<file path="src/rtl/fmm_pkg.sv">
package fmm_pkg;
  typedef enum logic [0:0] {
    MV_IDLE = 1'b0,
    MV_REQ  = 1'b1
  } mv_state_e;
endpackage

</file>
<file path="src/rtl/fmm_pick.sv">
// Chooses between burst, single or no transfer from the three limits.
module fmm_pick #(
  parameter int ADDR_W = 16,
  parameter int LVL_W  = 6,
  parameter int BURST  = 8
) (
  input  logic              enable,
  input  logic [LVL_W-1:0]  fifo_avail,
  input  logic [ADDR_W-1:0] region_avail,
  input  logic [ADDR_W:0]   dist_to_end,
  output logic              go,
  output logic              burst
);
  logic fifo_one, fifo_full_burst, reg_one, reg_full_burst, room_burst;

  always_comb begin
    fifo_one        = fifo_avail != '0;
    fifo_full_burst = fifo_avail >= LVL_W'(BURST);
    reg_one         = region_avail != '0;
    reg_full_burst  = region_avail >= ADDR_W'(BURST);
    room_burst      = dist_to_end >= (ADDR_W+1)'(BURST);
    go    = enable && fifo_one && reg_one;
    burst = go && fifo_full_burst && reg_full_burst && room_burst;
  end
endmodule

</file>
<file path="src/rtl/fmm_ring_step.sv">
// Advances a pointer inside a circular region, wrapping at base+size.
module fmm_ring_step #(
  parameter int ADDR_W = 16
) (
  input  logic [ADDR_W-1:0] base,
  input  logic [ADDR_W-1:0] size,
  input  logic [ADDR_W-1:0] ptr,
  input  logic [ADDR_W-1:0] step,
  output logic [ADDR_W-1:0] nxt
);
  logic [ADDR_W:0] sum, top;

  always_comb begin
    sum = {1'b0, ptr} + {1'b0, step};
    top = {1'b0, base} + {1'b0, size};
    if (sum >= top) nxt = ADDR_W'(sum - {1'b0, size});
    else            nxt = sum[ADDR_W-1:0];
  end
endmodule

</file>
<file path="src/rtl/fmm_occ.sv">
// Region occupancy counter and sticky stall flag.
module fmm_occ #(
  parameter int ADDR_W     = 16,
  parameter int LVL_W      = 6,
  parameter int LEN_W      = 4,
  parameter int FIFO_DEPTH = 32,
  parameter bit DIR_RX     = 1'b1
) (
  input  logic              clk,
  input  logic              rst_n,
  input  logic              init,
  input  logic              enable,
  input  logic [ADDR_W-1:0] size,
  input  logic              eng_ack,
  input  logic [LEN_W-1:0]  eng_len,
  input  logic              host_adv,
  input  logic [ADDR_W-1:0] host_len,
  input  logic [LVL_W-1:0]  fifo_avail,
  output logic [ADDR_W-1:0] count,
  output logic              full,
  output logic              empty,
  output logic              stall
);
  logic [ADDR_W-1:0] cnt_q, cnt_d, eng_amt, host_amt;
  logic [ADDR_W:0]   cnt_calc;
  logic              cnt_en, stall_q, stall_d, fifo_at_limit;

  always_comb begin
    eng_amt  = eng_ack  ? ADDR_W'(eng_len) : '0;
    host_amt = host_adv ? host_len         : '0;
    if (DIR_RX) cnt_calc = {1'b0, cnt_q} + {1'b0, eng_amt} - {1'b0, host_amt};
    else        cnt_calc = {1'b0, cnt_q} + {1'b0, host_amt} - {1'b0, eng_amt};
    cnt_en = init || eng_ack || host_adv;
    cnt_d  = init ? '0 : cnt_calc[ADDR_W-1:0];
    fifo_at_limit = fifo_avail == LVL_W'(FIFO_DEPTH);
    stall_d = stall_q ||
              (enable && fifo_at_limit && (DIR_RX ? full : empty));
  end

  always_ff @(posedge clk or negedge rst_n) begin
    if (!rst_n) begin
      cnt_q   <= '0;
      stall_q <= 1'b0;
    end else begin
      if (cnt_en) cnt_q <= cnt_d;
      stall_q <= stall_d;
    end
  end

  assign count = cnt_q;
  assign full  = cnt_q == size;
  assign empty = cnt_q == '0;
  assign stall = stall_q;


  occ_bound_chk: assert property (@(posedge clk) disable iff (!rst_n)
    count <= size);

  stall_sticky_chk: assert property (@(posedge clk) disable iff (!rst_n)
    stall |=> stall);

  occ_quiet_chk: assert property (@(posedge clk) disable iff (!rst_n)
    !(init || eng_ack || host_adv) |=> $stable(count));
endmodule

</file>
<file path="src/rtl/fifo_mem_mover.sv">
module fifo_mem_mover
  import fmm_pkg::*;
#(
  parameter int ADDR_W     = 16,
  parameter int BURST      = 8,
  parameter int FIFO_DEPTH = 32,
  parameter bit DIR_RX     = 1'b1,
  localparam int LVL_W     = $clog2(FIFO_DEPTH + 1),
  localparam int LEN_W     = $clog2(BURST + 1)
) (
  input  logic              clk,
  input  logic              rst_n,
  input  logic [ADDR_W-1:0] cfg_base,
  input  logic [ADDR_W-1:0] cfg_size,
  input  logic              cfg_init,
  input  logic              cfg_enable,
  input  logic [LVL_W-1:0]  fifo_avail,
  output logic              fifo_move,
  output logic [LEN_W-1:0]  fifo_move_len,
  output logic              mem_req,
  output logic              mem_burst,
  output logic [LEN_W-1:0]  mem_len,
  output logic [ADDR_W-1:0] mem_addr,
  input  logic              mem_ack,
  input  logic              host_adv,
  input  logic [ADDR_W-1:0] host_len,
  output logic [ADDR_W-1:0] wr_ptr,
  output logic [ADDR_W-1:0] rd_ptr,
  output logic [ADDR_W-1:0] occupancy,
  output logic              stall_flag
);
  mv_state_e         st_q, st_d;
  logic              rq_burst_q, rq_burst_d;
  logic [LEN_W-1:0]  rq_len_q, rq_len_d;
  logic [ADDR_W-1:0] rq_addr_q, rq_addr_d;
  logic [ADDR_W-1:0] eng_ptr_q, host_ptr_q, eng_ptr_nxt, host_ptr_nxt;
  logic [ADDR_W-1:0] region_avail, occ_cnt;
  logic [ADDR_W:0]   region_top, dist_to_end;
  logic              ack_fire, rq_load, pick_go, pick_burst;
  logic              occ_full, occ_empty;

  assign ack_fire    = (st_q == MV_REQ) && mem_ack && !cfg_init;
  assign region_top  = {1'b0, cfg_base} + {1'b0, cfg_size};
  assign dist_to_end = region_top - {1'b0, eng_ptr_q};
  assign region_avail = DIR_RX ? (cfg_size - occ_cnt) : occ_cnt;

  fmm_pick #(.ADDR_W(ADDR_W), .LVL_W(LVL_W), .BURST(BURST)) u_pick (
    .enable      (cfg_enable),
    .fifo_avail  (fifo_avail),
    .region_avail(region_avail),
    .dist_to_end (dist_to_end),
    .go          (pick_go),
    .burst       (pick_burst)
  );

  fmm_ring_step #(.ADDR_W(ADDR_W)) u_eng_step (
    .base(cfg_base), .size(cfg_size), .ptr(eng_ptr_q),
    .step(ADDR_W'(rq_len_q)), .nxt(eng_ptr_nxt)
  );

  fmm_ring_step #(.ADDR_W(ADDR_W)) u_host_step (
    .base(cfg_base), .size(cfg_size), .ptr(host_ptr_q),
    .step(host_len), .nxt(host_ptr_nxt)
  );

  fmm_occ #(
    .ADDR_W(ADDR_W), .LVL_W(LVL_W), .LEN_W(LEN_W),
    .FIFO_DEPTH(FIFO_DEPTH), .DIR_RX(DIR_RX)
  ) u_occ (
    .clk       (clk),
    .rst_n     (rst_n),
    .init      (cfg_init),
    .enable    (cfg_enable),
    .size      (cfg_size),
    .eng_ack   (ack_fire),
    .eng_len   (rq_len_q),
    .host_adv  (host_adv && !cfg_init),
    .host_len  (host_len),
    .fifo_avail(fifo_avail),
    .count     (occ_cnt),
    .full      (occ_full),
    .empty     (occ_empty),
    .stall     (stall_flag)
  );

  // Next-state and request capture
  always_comb begin
    st_d       = st_q;
    rq_burst_d = rq_burst_q;
    rq_len_d   = rq_len_q;
    rq_addr_d  = rq_addr_q;
    unique case (st_q)
      MV_IDLE: begin
        if (!cfg_init && pick_go) begin
          st_d       = MV_REQ;
          rq_burst_d = pick_burst;
          rq_len_d   = pick_burst ? LEN_W'(BURST) : LEN_W'(1);
          rq_addr_d  = eng_ptr_q;
        end
      end
      MV_REQ: begin
        if (cfg_init || mem_ack) st_d = MV_IDLE;
      end
      default: st_d = MV_IDLE;
    endcase
  end

  assign rq_load = (st_q == MV_IDLE) && (st_d == MV_REQ);

  always_ff @(posedge clk or negedge rst_n) begin
    if (!rst_n) begin
      st_q       <= MV_IDLE;
      rq_burst_q <= 1'b0;
      rq_len_q   <= '0;
      rq_addr_q  <= '0;
    end else begin
      st_q <= st_d;
      if (rq_load) begin
        rq_burst_q <= rq_burst_d;
        rq_len_q   <= rq_len_d;
        rq_addr_q  <= rq_addr_d;
      end
    end
  end

  always_ff @(posedge clk or negedge rst_n) begin
    if (!rst_n) begin
      eng_ptr_q  <= '0;
      host_ptr_q <= '0;
    end else if (cfg_init) begin
      eng_ptr_q  <= cfg_base;
      host_ptr_q <= cfg_base;
    end else begin
      if (ack_fire) eng_ptr_q  <= eng_ptr_nxt;
      if (host_adv) host_ptr_q <= host_ptr_nxt;
    end
  end

  generate
    if (DIR_RX) begin : g_rx
      assign wr_ptr = eng_ptr_q;
      assign rd_ptr = host_ptr_q;
    end else begin : g_tx
      assign wr_ptr = host_ptr_q;
      assign rd_ptr = eng_ptr_q;
    end
  endgenerate

  assign mem_req       = st_q == MV_REQ;
  assign mem_burst     = rq_burst_q;
  assign mem_len       = rq_len_q;
  assign mem_addr      = rq_addr_q;
  assign fifo_move     = ack_fire;
  assign fifo_move_len = rq_len_q;
  assign occupancy     = occ_cnt;


  req_hold_chk: assert property (@(posedge clk) disable iff (!rst_n)
    (mem_req && !mem_ack && !cfg_init) |=>
      (mem_req && $stable(mem_addr) && $stable(mem_len) && $stable(mem_burst)));

  no_cross_chk: assert property (@(posedge clk) disable iff (!rst_n)
    (mem_req && mem_burst && !cfg_init) |->
      (({1'b0, mem_addr} + (ADDR_W+1)'(BURST)) <= region_top));

  region_block_chk: assert property (@(posedge clk) disable iff (!rst_n)
    (mem_req && mem_ack && !cfg_init) |-> (DIR_RX ? !occ_full : !occ_empty));

  len_code_chk: assert property (@(posedge clk) disable iff (!rst_n)
    mem_req |-> (mem_len == (mem_burst ? LEN_W'(BURST) : LEN_W'(1))));

  init_drop_chk: assert property (@(posedge clk) disable iff (!rst_n)
    cfg_init |=> !mem_req);
endmodule

</file>
<file path="config.mk">
export PLATFORM = sky130hd
export DESIGN_NAME = fifo_mem_mover
export DESIGN_NICKNAME = d
export VERILOG_FILES = /design/src/rtl/fmm_pkg.sv /design/src/rtl/fmm_pick.sv /design/src/rtl/fmm_ring_step.sv /design/src/rtl/fmm_occ.sv /design/src/rtl/fifo_mem_mover.sv
export SDC_FILE = /design/constraint.sdc
export NUM_CORES = 1
export LEC_CHECK = 0
export ABC_AREA = 1
export BUFFER_PORTS_ARGS = -buffer_cell sky130_fd_sc_hd__buf_2
export CAP_MARGIN = 20
export CELL_PAD_IN_SITES_DETAIL_PLACEMENT = 1
export CELL_PAD_IN_SITES_GLOBAL_PLACEMENT = 1
export CORE_UTILIZATION = 38
export DETAILED_ROUTE_END_ITERATION = 10
export HOLD_SLACK_MARGIN = 0.02
export PLACE_DENSITY_LB_ADDON = 0.1
export SLEW_MARGIN = 20
export SYNTH_ARGS = -nofsm -noshare
export SYNTH_HDL_FRONTEND = slang
export SYNTH_SLANG_ARGS = --single-unit
</file>
<file path="constraint.sdc">
create_clock -name clk -period 3.5 [get_ports clk]
set_clock_uncertainty 0.1 [all_clocks]
set_input_delay 0.175 -clock clk [delete_from_list [all_inputs] [get_ports clk]]
set_output_delay 0.175 -clock clk [all_outputs]
set_load 0.03 [all_outputs]
</file>
### After elaboration in Yosys (flattened, before gate mapping)

Index checks and enable logic that the tools add are counted.

| storage, ports and cells | value |
|---|---|
| bits in writable memories | 0 |
| register bits | 71 |
| bits in read-only memories | 0 |
| latch bits | 0 |
| output and inout bits | 76 |
| memories | 0 |

| operators by class | value |
|---|---|
| divide/modulo/power cells | 0 |
| mux-type cells | 13 |
| shift operators | 0 |
| reduce and logical (&&, ||, !) cells | 22 |
| order comparisons | 5 |
| add/subtract/negate cells | 9 |
| bitwise operators | 1 |
| multiply operators | 0 |
| equality and inequality tests | 2 |

Operator list:

| cell | number |
|---|---|
| 2-to-1 mux 16 bit | 8 |
| subtractor 16 bit | 4 |
| adder 16 x 16 -> 17 bit | 2 |
| >= comparator 17 bit | 2 |
| adder 16 x 4 -> 17 bit | 1 |
| >= comparator 17 x 4 -> 1 bit (second input constant) | 1 |
| subtractor 17 x 16 -> 17 bit | 1 |
| adder 16 bit | 1 |
| equality test 16 bit | 1 |
| >= comparator 16 x 4 -> 1 bit (second input constant) | 1 |
| nonzero test 16 bit | 1 |
| logical AND 1 bit | 12 |
| 2-to-1 mux 4 bit | 2 |
| equality test 6 bit (second input constant) | 1 |
| >= comparator 6 x 4 -> 1 bit (second input constant) | 1 |
| nonzero test 6 bit | 1 |
| logical OR 1 bit | 4 |
| nonzero test 2 bit | 2 |
| AND reduction 3 bit | 1 |
| 2-to-1 mux 1 bit | 2 |
| case mux 1 bit (2 select lines) | 1 |
| logical NOT 1 bit | 1 |
| NOT 1 bit | 1 |

### Logic depth before layout (Yosys ltp)

| depth | value |
|---|---|
| word-level depth | 8 |
| gate-level depth with buffers | 30 |

### Modules after synthesis

A second synthesis with hierarchy kept.

| unflattened totals | value |
|---|---|
| cells, all modules | 2,003 |
| area total of the unflattened synthesis | 12,692.2 sq um |

By module, submodules not included:

| module | cells an instance | area an instance (sq um) | times used |
|---|---|---|---|
| fifo_mem_mover | 697 | 4,654.5 | 1 |
| fmm_ring_step (u_eng_step) | 452 | 2,856.5 | 1 |
| fmm_ring_step (u_host_step) | 471 | 2,825.2 | 1 |
| fmm_occ | 336 | 2,163.3 | 1 |
| fmm_pick | 47 | 192.7 | 1 |

### Worst setup path before layout

OpenSTA, ideal clock, no wires.

| path | value |
|---|---|
| kind | reg-to-reg |
| from | register host_ptr_q[0], in the netlist rd_ptr[0] |
| to | register host_ptr_q[12], in the netlist rd_ptr[12] |
| data required time | 3.275 ns |
| path slack | -0.266 ns |
| stages on the path, launching flop included | 30 |
| setup time | 0.125 ns |
| arrival | 3.541 ns |
| cell sequence | dfrtp_1 -> ha_1 -> fa_1 -> nand3_1 -> nand2_1 -> nand4_1 -> nand2_1 -> a21oi_1 -> o21ai_0 -> nand2_1 -> nand2_1 -> nand2_1 -> nand2_1 -> xnor2_1 -> inv_1 -> ha_1 -> nand2_1 -> inv_1 -> nand3_1 -> nor3_1 -> nand4_1 -> nor3_1 -> nand4_1 -> nand2_1 -> inv_1 -> nand2_2 -> buf_6 -> o21ai_0 -> nand3_1 -> nand3_1 |

| on the way | value |
|---|---|
| cells in the longest elaborated chain, start to end | 5 |
| elaborated cells between the ends (all ways) | 6 |
| those cells by class | 2 x add/sub; 1 x order compare; 3 x mux |

RTL lines:

| item | RTL line | source |
|---|---|---|
| start: declaration | fifo_mem_mover.sv:36 | `logic [ADDR_W-1:0] eng_ptr_q, host_ptr_q, eng_ptr_nxt, host_ptr_nxt;` |
| start signal: assignment | fifo_mem_mover.sv:132 | `host_ptr_q <= cfg_base;` |
| start signal: assignment | fifo_mem_mover.sv:135 | `if (host_adv) host_ptr_q <= host_ptr_nxt;` |
| adder 16 x 16 -> 17 bit (*) | fmm_ring_step.sv:14 | `sum = {1'b0, ptr} + {1'b0, step};` |
| subtractor 16 bit or >= comparator 17 bit (tied branches) | fmm_ring_step.sv:16 | `if (sum >= top) nxt = ADDR_W'(sum - {1'b0, size});` |
| 2-to-1 mux 16 bit (*) | fmm_ring_step.sv:16 |  |
| 2-to-1 mux 16 bit (*) | fifo_mem_mover.sv:135 |  |
| 2-to-1 mux 16 bit (*) | fifo_mem_mover.sv:130 | `end else if (cfg_init) begin` |

Mark *: on every way between the ends. The rest lies on a longest branch, timed or not. The select of a mux whose other input is x is not followed.
A chain may end at the register's enable or synchronous reset.

### Worst setup path after layout

| path | value |
|---|---|
| from | register host_ptr_q[6], in the netlist rd_ptr[6] |
| to | register host_ptr_q[13], in the netlist rd_ptr[13] |

The elaborated chain is that of the path after synthesis.

==> results.toml <==
[run_status]
outcome = "finished with violations"
violations = "negative setup slack"

[global_route]
grtUsageTotal_pct = 32.6
grt.overflow.total = 0
grt_pass1_wl_mm = 66.0
antenna_found_initial = 0
grt_pass1_vias = 12300
grt_max_degree = 69

[synthesis]
yosys_warnings = 0
synth.area.top_cells = "ha_1 19%, dfrtp_1 17%, nand2_1 15%, inv_1 7.9%, a21oi_1 6.0%"
synth_cell_type_count = 53
yosysTopAreaCell = "ha_1"
seq_area_frac_synth_pct = 17.2
async_flop_share_pct = 100
ys_top_cells_by_count = "406 x nand2_1, 208 x inv_1, 154 x ha_1"
synthCells = 1495
synth.most_common_cell = "nand2_1"
yosys.area.top_type_share_pct = 19.5
syn_avg_cell_area_sq_um = 6.62
synth_edf_count = 0
synth_seq_cells = 68
ys.flop_type = "dfrtp_1"
syn-cell-area_sq_um = 9890

[timing]
worstMarginPinSlew_ns = 1.03
fmax_mhz = 243
drv_slew = 0
rsz0062_at_grt = "true"
maxSlewHeadroom_pct = 31.5
layout_setup_ws_ns = -0.623
finalHoldViolCount = 0
setup_tns_ns = -12.70
fin_crit_ns = 4.12
fin_crit_sh_pct = 118
setup_viol = 32

[setup_path]
r2r_slack_ns = -0.62
crit_start = "rd_ptr[6]$_DFFE_PN0P_"
crit_fanout = 5
critPathCaptureType = "register"
crit_path_frequent_cell = "nand2_1"
regToRegStartpoint = "rd_ptr[6]$_DFFE_PN0P_"
cpPeakStageDelay_ns = 0.40
cp.arrival_ns = 4.27
slowest_stage = "dfrtp_1"
start_kind = "register"
critPathKind = "register to register"
crit_required_ns = 3.65

[pwr]
total_power_mw = 13.6
leakagePower_nw = 7.59
p_per_area_nw_per_um2 = 955
ir_drop_uv = 523

[routing]
drtAntennaViolNets = 0
routed_wirelength_mm = 46.0
dr.pass1.iters = 7
drc = 0
wl_per_cell_um = 20.7
dr_total_vias = 12100
drtIter0Drc = 805
vias_per_cell = 5.44

[clock_network]
cts.clk_slew.worst_paths_ns = 0.07
numCtsBuffers = 9
clock-sinks = 68
cts_tree = "built"
clk_latency_ns = 0.37
cts-htree-levels = 3
clockRootBuffer = "clkbuf_16"
clockBufferDepth = 2

[floorplan]
rows = 58
fp.dieH_um = 163
dieArea_sq_um = 26700
core_area_sq_um = 25300
die_w_um = 163
start_util_pct = 39.1
io_pins = 136

[final_layout]
drive_gt1_share_pct = 32.4
stdcell_count = 2225
fillerInstances = 3311
area_delta_synth_final_pct = 44.0
finalNetCount = 2111
final_cell_area_sq_um = 14200
diodes = 0

[placed_design]
dpl_worst_slack_ns = -0.981
port_buffers = 131
place_hpwl_mm = 35.1
dpl_cell_area_sq_um = 12600
gp_congestion = 0.985
dp_cells = 2163

[worst_hold_path]
hp-class = "input port to register"
min_from = "host_adv"

[flow_run]
max-cap-violations = 0
==> metrics by stage <==
| stage | util (%) | hold WS (ns) |
|---|---|---|
| after floorplan | - | -0.221 |
| after global placement | 49.8 | 0.282 |
| after detailed placement | 49.8 | 0.302 |
| after CTS | 53.3 | 0.0427 |
| after global routing | 56.3 | 0.0737 |
| final | 56.3 | 0.0459 |
==> per-layer routing <==
metal,global-route usage (%),part of all wire (%),vias to the layer above
met5,0,0,-
met4,14.1,4.7,0
met3,2.46,4.2,111
met2,55.8,48,350
met1,41.8,44,5868
li1,-,-,5774
==> repair_timing <==
| item | in CTS | in global routing |
|---|---|---|
| resized for setup | 75 | 132 |
| endpoints found under the hold margin | 69 | 0 |
| cloned | 3 | 2 |
| hold buffers | 3 | 0 |
| pin swaps | 21 | 65 |
| setup buffers | 26 | 12 |
| endpoints found under the setup margin | 34 | 34 |
==> final timing paths <==
kind / endpoint / cells past startpoint
max in group asynchronous: rd_ptr[0]$_DFFE_PN0P_ / 2
worst min-delay path: rd_ptr[9]$_DFFE_PN0P_ / 3
worst min register to register: mem_addr[8]$_DFFE_PN0P_ / 2
worst max register to register: rd_ptr[13]$_DFFE_PN0P_ / 29
worst max-delay path: rd_ptr[13]$_DFFE_PN0P_ / 29
min in group asynchronous: u_occ.stall$_DFF_PN0_ / 2
==> cells in the final DEF, fill, tap and decap left out, types with 10 or more instances in the layout <==
| cell | netlist | final |
|---|---|---|
| ha_1 | 154 | 128 |
| a21boi_0 | 11 | 10 |
| o22ai_1 | 11 | 11 |
| nor2_1 | 82 | 73 |
| o21bai_1 | 15 | 15 |
| o21ai_1 | 3 | 16 |
| nand2_1 | 406 | 363 |
| nor3_1 | 17 | 10 |
| nand3_2 | 2 | 30 |
| a31oi_1 | 13 | 12 |
| nand2_2 | 6 | 43 |
| buf_2 | 2 | 129 |
| xnor2_1 | 32 | 31 |
| dfrtp_1 | 68 | 63 |
| xor2_1 | 46 | 40 |
| nand3_1 | 110 | 76 |
| o21ai_0 | 74 | 56 |
| clkbuf_16 | 0 | 11 |
| nand4_1 | 25 | 25 |
| a21oi_1 | 119 | 103 |
| inv_1 | 208 | 199 |
| a21oi_2 | 1 | 16 |
| ha_4 | 0 | 25 |
| inv_2 | 2 | 10 |
| buf_4 | 9 | 258 |
==> layout make-up <==
cell class,count,area (sq um),area share [%]
clock buffer,10,239,1.68
clock inverter,6,48.8,0.342
inverter,212,803,5.64
multi-input combinational,1196,8240,57.8
sequential,68,1710,12.0
tap,330,413,2.90
timing repair buffer,403,2800,19.7
==> registers in the layout, summed over array words and instances (netlist names) <==
| register | flops |
|---|---|
| u_occ.count | 16 |
| mem_req | 1 |
| fifo_move_len | 2 |
| mem_addr | 16 |
| rd_ptr | 16 |
| u_occ.stall | 1 |
| wr_ptr | 16 |
==> power breakdown <==
part	switching (mW)	internal [mW]	leakage, nW
combinational	6.52	4.82	6.62
clock	0.458	0.506	0.131
sequential	0.257	1.04	0.840
==> cells by family after synthesis <==
logic type      after synthesis  synth area share, %
xor+xnor                     79                 7.13
other cells                   1               0.0379
buf+inv                     235                 9.52
flops                        68                 17.2
compound gates              282                 16.4
simple gates                669                 28.9
fa+ha+maj                   161                 20.9
==> worst max-delay path, delay by kind of cell (launching register included) <==
kind	cells	cell delay (ns)
and+or+nand+nor	13	1.21
DFF	1	0.40
AOI/OAI and AO/OA	3	0.40
buffers and inverters	11	1.25
adders and majority gates	2	0.66
No activity file was read; power rests on OpenSTA's default activity.
